[src/rtl/cfg_pkg.sv]
package cfg_pkg;
  localparam int FRAME_W = 24;
  localparam int ADDR_W  = 2;

  typedef enum logic [ADDR_W-1:0] {
    DEST_CTRL = 2'b00,
    DEST_REF  = 2'b01,
    DEST_NDIV = 2'b10,
    DEST_RSVD = 2'b11
  } dest_e;

  // field widths
  localparam int REF_W  = 14;
  localparam int A_W    = 5;
  localparam int B_W    = 13;
  localparam int PRE_W  = 2;
  localparam int PD_W   = 2;
  localparam int CP_W   = 3;

  // field positions inside a frame
  localparam int REF_LSB  = 2;
  localparam int A_LSB    = 2;
  localparam int B_LSB    = 8;
  localparam int HEN_BIT  = 22;
  localparam int HSEL_BIT = 23;
  localparam int PRE_LSB  = 22;
  localparam int PD_LSB   = 20;
  localparam int CP2_LSB  = 17;
  localparam int CP1_LSB  = 14;
endpackage

[src/rtl/cfg_edge_sync.sv]
module cfg_edge_sync #(
  parameter int LINES  = 3,
  parameter int STAGES = 2
) (
  input  logic             clk,
  input  logic             rst,
  input  logic [LINES-1:0] in_i,
  output logic [LINES-1:0] lvl_o,
  output logic [LINES-1:0] rise_o
);
  localparam int PIPE_W = STAGES + 1;

  for (genvar g = 0; g < LINES; g++) begin : g_line
    logic [PIPE_W-1:0] pipe;
    always_ff @(posedge clk) begin
      if (rst) pipe <= '0;
      else     pipe <= {pipe[PIPE_W-2:0], in_i[g]};
    end
    assign lvl_o[g]  = pipe[STAGES-1];
    assign rise_o[g] = pipe[STAGES-1] & ~pipe[STAGES];
  end
endmodule

[src/rtl/cfg_shift_reg.sv]
module cfg_shift_reg #(
  parameter int WIDTH = 24
) (
  input  logic             clk,
  input  logic             rst,
  input  logic             shift_i,
  input  logic             bit_i,
  output logic [WIDTH-1:0] word_o
);
  always_ff @(posedge clk) begin
    if (rst)          word_o <= '0;
    else if (shift_i) word_o <= {word_o[WIDTH-2:0], bit_i};
  end
endmodule

[src/rtl/cfg_latch_store.sv]
module cfg_latch_store
  import cfg_pkg::*;
#(
  parameter logic [REF_W-1:0] RST_REF = 14'd1
) (
  input  logic               clk,
  input  logic               rst,
  input  logic               commit_i,
  input  logic [FRAME_W-1:0] word_i,
  output logic [REF_W-1:0]   ref_div_o,
  output logic [A_W-1:0]     a_cnt_o,
  output logic [B_W-1:0]     b_cnt_o,
  output logic [PRE_W-1:0]   presc_sel_o,
  output logic [PD_W-1:0]    pwr_dn_o,
  output logic [CP_W-1:0]    cp_cur1_o,
  output logic [CP_W-1:0]    cp_cur2_o,
  output logic               half_en_o,
  output logic               half_sel_o
);
  dest_e            dest;
  logic [REF_W-1:0] ref_field;
  logic             ref_legal;

  assign dest      = dest_e'(word_i[ADDR_W-1:0]);
  assign ref_field = word_i[REF_LSB +: REF_W];
  assign ref_legal = (ref_field != '0);

  always_ff @(posedge clk) begin
    if (rst) begin
      ref_div_o   <= RST_REF;
      a_cnt_o     <= '0;
      b_cnt_o     <= '0;
      presc_sel_o <= '0;
      pwr_dn_o    <= '0;
      cp_cur1_o   <= '0;
      cp_cur2_o   <= '0;
      half_en_o   <= 1'b0;
      half_sel_o  <= 1'b0;
    end else if (commit_i) begin
      case (dest)
        DEST_CTRL: begin
          presc_sel_o <= word_i[PRE_LSB +: PRE_W];
          pwr_dn_o    <= word_i[PD_LSB  +: PD_W];
          cp_cur2_o   <= word_i[CP2_LSB +: CP_W];
          cp_cur1_o   <= word_i[CP1_LSB +: CP_W];
        end
        DEST_REF: begin
          if (ref_legal) ref_div_o <= ref_field;
        end
        DEST_NDIV: begin
          a_cnt_o    <= word_i[A_LSB +: A_W];
          b_cnt_o    <= word_i[B_LSB +: B_W];
          half_en_o  <= word_i[HEN_BIT];
          half_sel_o <= word_i[HSEL_BIT];
        end
        default: ;
      endcase
    end
  end
endmodule

[src/rtl/cfg_latch_bank.sv]
module cfg_latch_bank
  import cfg_pkg::*;
#(
  parameter int                SYNC_STAGES = 2,
  parameter logic [REF_W-1:0]  RST_REF     = 14'd1
) (
  input  logic               clk,
  input  logic               rst,
  input  logic               ser_clk_i,
  input  logic               ser_data_i,
  input  logic               ser_load_i,
  output logic [REF_W-1:0]   ref_div_o,
  output logic [A_W-1:0]     a_cnt_o,
  output logic [B_W-1:0]     b_cnt_o,
  output logic [PRE_W-1:0]   presc_sel_o,
  output logic [PD_W-1:0]    pwr_dn_o,
  output logic [CP_W-1:0]    cp_cur1_o,
  output logic [CP_W-1:0]    cp_cur2_o,
  output logic               half_en_o,
  output logic               half_sel_o
);
  localparam int LINES   = 3;
  localparam int IDX_CLK = 0;
  localparam int IDX_DAT = 1;
  localparam int IDX_LD  = 2;

  logic [LINES-1:0]   raw, lvl, rise;
  logic               load_rise;
  logic [FRAME_W-1:0] shift_word;

  assign raw = {ser_load_i, ser_data_i, ser_clk_i};

  cfg_edge_sync #(.LINES(LINES), .STAGES(SYNC_STAGES)) u_sync (
    .clk(clk), .rst(rst), .in_i(raw), .lvl_o(lvl), .rise_o(rise)
  );

  assign load_rise = rise[IDX_LD];

  cfg_shift_reg #(.WIDTH(FRAME_W)) u_shift (
    .clk(clk), .rst(rst), .shift_i(rise[IDX_CLK]), .bit_i(lvl[IDX_DAT]),
    .word_o(shift_word)
  );

  cfg_latch_store #(.RST_REF(RST_REF)) u_store (
    .clk(clk), .rst(rst), .commit_i(load_rise), .word_i(shift_word),
    .ref_div_o(ref_div_o), .a_cnt_o(a_cnt_o), .b_cnt_o(b_cnt_o),
    .presc_sel_o(presc_sel_o), .pwr_dn_o(pwr_dn_o),
    .cp_cur1_o(cp_cur1_o), .cp_cur2_o(cp_cur2_o),
    .half_en_o(half_en_o), .half_sel_o(half_sel_o)
  );
endmodule

[config.mk]
export PLATFORM = sky130hd
export DESIGN_NAME = cfg_latch_bank
export DESIGN_NICKNAME = d
export VERILOG_FILES = /design/src/rtl/cfg_pkg.sv /design/src/rtl/cfg_edge_sync.sv /design/src/rtl/cfg_shift_reg.sv /design/src/rtl/cfg_latch_store.sv /design/src/rtl/cfg_latch_bank.sv
export SDC_FILE = /design/constraint.sdc
export NUM_CORES = 1
export LEC_CHECK = 0
export ABC_AREA = 1
export BUFFER_PORTS_ARGS = -buffer_cell sky130_fd_sc_hd__buf_2
export CORE_ASPECT_RATIO = 0.8
export CORE_UTILIZATION = 54
export DETAILED_ROUTE_END_ITERATION = 10
export PLACE_DENSITY = 0.77
export SKIP_CTS_REPAIR_TIMING = 1
export SYNTH_ARGS = -nofsm -noshare
export SYNTH_HDL_FRONTEND = slang
export SYNTH_SLANG_ARGS = --single-unit
[constraint.sdc]
create_clock -name clk -period 1.5 [get_ports clk]
set_input_delay 0 -clock clk [delete_from_list [all_inputs] [get_ports clk]]
set_output_delay 0 -clock clk [all_outputs]
set_load 0.01 [all_outputs]
==> results.py <==
metrics = {
    "floorplan": {
        "io_pins": 49,
        "die_w_um": 81.3,
        "die-area_sq_mm": 0.00532,
        "start_util": 0.578,
        "core_area_sq_mm": 0.00471,
        "rows": 22,
        "dieHeight_um": 65.5,
    },
    "power_and_ir_drop": {
        "seqPwrFrac": 0.489,
        "p_sw_frac": 0.221,
        "p_leak_nw": 1.57,
        "p_switching_mw": 0.959,
        "pwr-share-comb": 0.069,
        "internal_power_mw": 3.38,
        "powerDensity_mw_per_mm2": 1300,
        "p_clk_frac": 0.441,
        "ir_worst_vdd_mv": 0.774,
    },
    "synthesis": {
        "yosysSeqAreaShare": 0.560,
        "synth-edff-count": 0,
        "synthesis.nets": 343,
        "synth.area.top_cells": "dfxtp_1, nor2_1, o21ai_0",
        "synth_common_cells": "dfxtp_1, nor2_1, o21ai_0, a21oi_1, inv_1",
        "synth_seq_cells": 76,
        "synth_top_family_by_area": "compound AO/OA/AOI/OAI gates",
        "synth.yosys.warnings": 0,
        "ys_types": 16,
        "synthCells": 338,
        "netlist_area_sq_mm": 0.00272,
        "synthAdderAreaFrac": 0,
        "yosysTopAreaCell": "dfxtp_1",
        "syn_area_per_cell_sq_um": 8.04,
        "synth_xor_area_frac": 0,
        "synth_top_area_share": 0.560,
        "synth_ff_type": "dfxtp_1",
        "async_flop_share": 0,
        "synth_mux_area_frac": 0,
        "yosys.area_share.simple": 0.176,
        "synth_compound_area_frac": 0.180,
    },
    "critical_path": {
        "crit_path_top_delay_cell": "dfxtp_1",
        "critPathBufInv": 2,
        "worst-endpoint-arrival_ns": 1.61,
        "cp_top_family": "flip-flops",
        "max_stage_delay_ns": 0.43,
        "crit_chain": "inv_1 -> nor3_4 -> buf_6 -> o21ai_0 -> a21oi_1",
        "crit_type": "reg2reg",
        "critPathRequiredTime_ns": 1.78,
        "crit_path_end_kind": "register",
        "critPathMaxFanout": 24,
        "cp-start-kind": "register",
    },
    "global_routing": {
        "grt.overflow.total": 0,
        "grt_pass1_vias": 2063,
        "grt_start_max_net_pins": 69,
        "grt_pass1_wl_mm": 9.34,
        "track_usage": 0.238,
        "antenna_found_initial": 0,
    },
    "sta": {
        "fin_tns_setup_ns": 0,
        "fmax_mhz": 753,
        "finalHoldViolations": 0,
        "skew_ns": 0.00775,
        "min_period_ns": 1.33,
        "slew_violations": 0,
        "period_share": 0.885,
        "tightest_slew_ns": 0.324,
        "rsz0062_at_grt": "false",
        "finalSetupViolCount": 0,
        "slew_headroom": 0.784,
    },
    "placement": {
        "gp_congestion": 0.800,
        "io_buffers": 48,
        "dp_hpwl_mm": 3.50,
    },
    "finish": {
        "fin_util": 0.709,
        "nNetsFinal": 395,
        "diodes": 0,
        "drive_gt1_frac": 0.192,
        "syn_to_final_growth_pct": 22.8,
        "nFillCells": 391,
    },
    "routing": {
        "post_drt_wl_per_cell_um": 12.8,
        "via_per_inst": 5.13,
        "antenna_left": 0,
        "vias": 2336,
        "routed_wirelength_mm": 5.81,
        "dr.pass1.iters": 4,
        "drc": 0,
        "dr.first_iter.drc_count": 152,
    },
    "clocking": {
        "htree_levels": 3,
        "clock_latency_ns": 0.35,
        "root_buffer": "clkbuf_8",
        "clock-sinks": 76,
        "numCtsBuffers": 9,
        "tritoncts": "built",
        "cts.path.max_buffers": 2,
        "clkTransAtPathRegs_ns": 0.08,
    },
    "hold_path": {
        "hp-class": "reg2reg",
    },
    "job": {
        "maxCapViolations": 0,
    },
    "status": {
        "outcome": "complete, no violations",
    },
}
-- worst paths after layout --
check | from | endpoint | slack [ns] | cells past startpoint
worst min-delay path | u_sync.g_line[0].pipe[0]$_SDFF_PP0_ | u_sync.g_line[0].pipe[1]$_SDFF_PP0_ | 0.41 | 2
worst min register to register | u_sync.g_line[0].pipe[0]$_SDFF_PP0_ | u_sync.g_line[0].pipe[1]$_SDFF_PP0_ | 0.41 | 2
worst max register to register | u_shift.word_o[1]$_SDFFE_PP0P_ | u_store.a_cnt_o[3]$_SDFFE_PP0P_ | 0.17 | 5
worst max-delay path | u_shift.word_o[1]$_SDFFE_PP0P_ | u_store.a_cnt_o[3]$_SDFFE_PP0P_ | 0.17 | 5
-- state kept, by name (all words and copies together), names as in the netlist --
name / count
u_shift.word_o: 24
u_store.ref_div_o: 14
u_store.b_cnt_o: 13
u_sync.g_line.pipe: 8
u_store.a_cnt_o: 5
u_store.cp_cur1_o: 3
u_store.cp_cur2_o: 3
u_store.presc_sel_o: 2
u_store.pwr_dn_o: 2
u_store.half_en_o: 1
u_store.half_sel_o: 1
-- layout make-up --
| class | instances | area (sq um) | share of cell area |
|---|---|---|---|
| tap | 60 | 75.1 | 0.0225 |
| clock inverter | 4 | 95.1 | 0.0285 |
| clock buffer | 12 | 155 | 0.0465 |
| inverter | 28 | 105 | 0.0315 |
| timing repair buffer | 62 | 404 | 0.121 |
| multi-input combinational | 213 | 982 | 0.294 |
| sequential | 76 | 1520 | 0.456 |
-- placed cells by master, fill, tap and decap left out --
master          n
dfxtp_1        76
nor2_1         75
o21ai_0        54
buf_2          48
a21oi_1        44
inv_1          27
nand2_1        20
nand3_1        15
clkbuf_8       11
dlygate4sd3_1   7
bufinv_16       3
buf_4           3
buf_12          3
nor3_4          2
nor2_2          1
inv_2           1
nand2_4         1
nor3_2          1
clkbuf_1        1
clkinv_2        1
buf_6           1
-- kinds of logic (layout without fill, tap and decap cells) --
family,after synthesis,count (layout)
simple gates,115,115
compound gates,98,98
flops,76,76
buf+inv,49,106
-- stage by stage --
step / worst slack [ns] / hold WS, ns / instances / total power [mW] / area [sq um]
after global placement: 0.177 / 0.201 / 432 / 2.44 / 3000
after global routing: 0.0637 / 0.424 / 455 / 4.51 / 3340
after floorplan: 0.251 / 0.107 / 338 / 2.38 / 2720
final: 0.172 / 0.412 / 455 / 4.34 / 3340
after CTS: 0.129 / -0.161 / 448 / 4.34 / 3250
after detailed placement: 0.153 / 0.209 / 432 / 2.44 / 3000
-- layer usage --
layer  wire length, um  up-vias  track usage
met5                 0        -            0
met4                61        0       0.0804
met3               379        8        0.100
met2              2450       68        0.333
met1              2920     1063        0.325
li1                  -     1197            -
-- power by group through the flow --
stage	combinational, mW	clock, mW	sequential (mW)
after floorplan	0.209	0	2.17
after global placement	0.271	0	2.16
after detailed placement	0.275	0	2.17
after CTS	0.277	1.95	2.12
after global routing	0.337	2.05	2.13
final	0.301	1.91	2.12
-- tightest hold or removal path: stages (launching register included) --
cell	delay, ns
dfxtp_1	0.30
inv_1	0.04
nor2_1	0.03
Note: power is estimated with default switching activity, not from simulation.
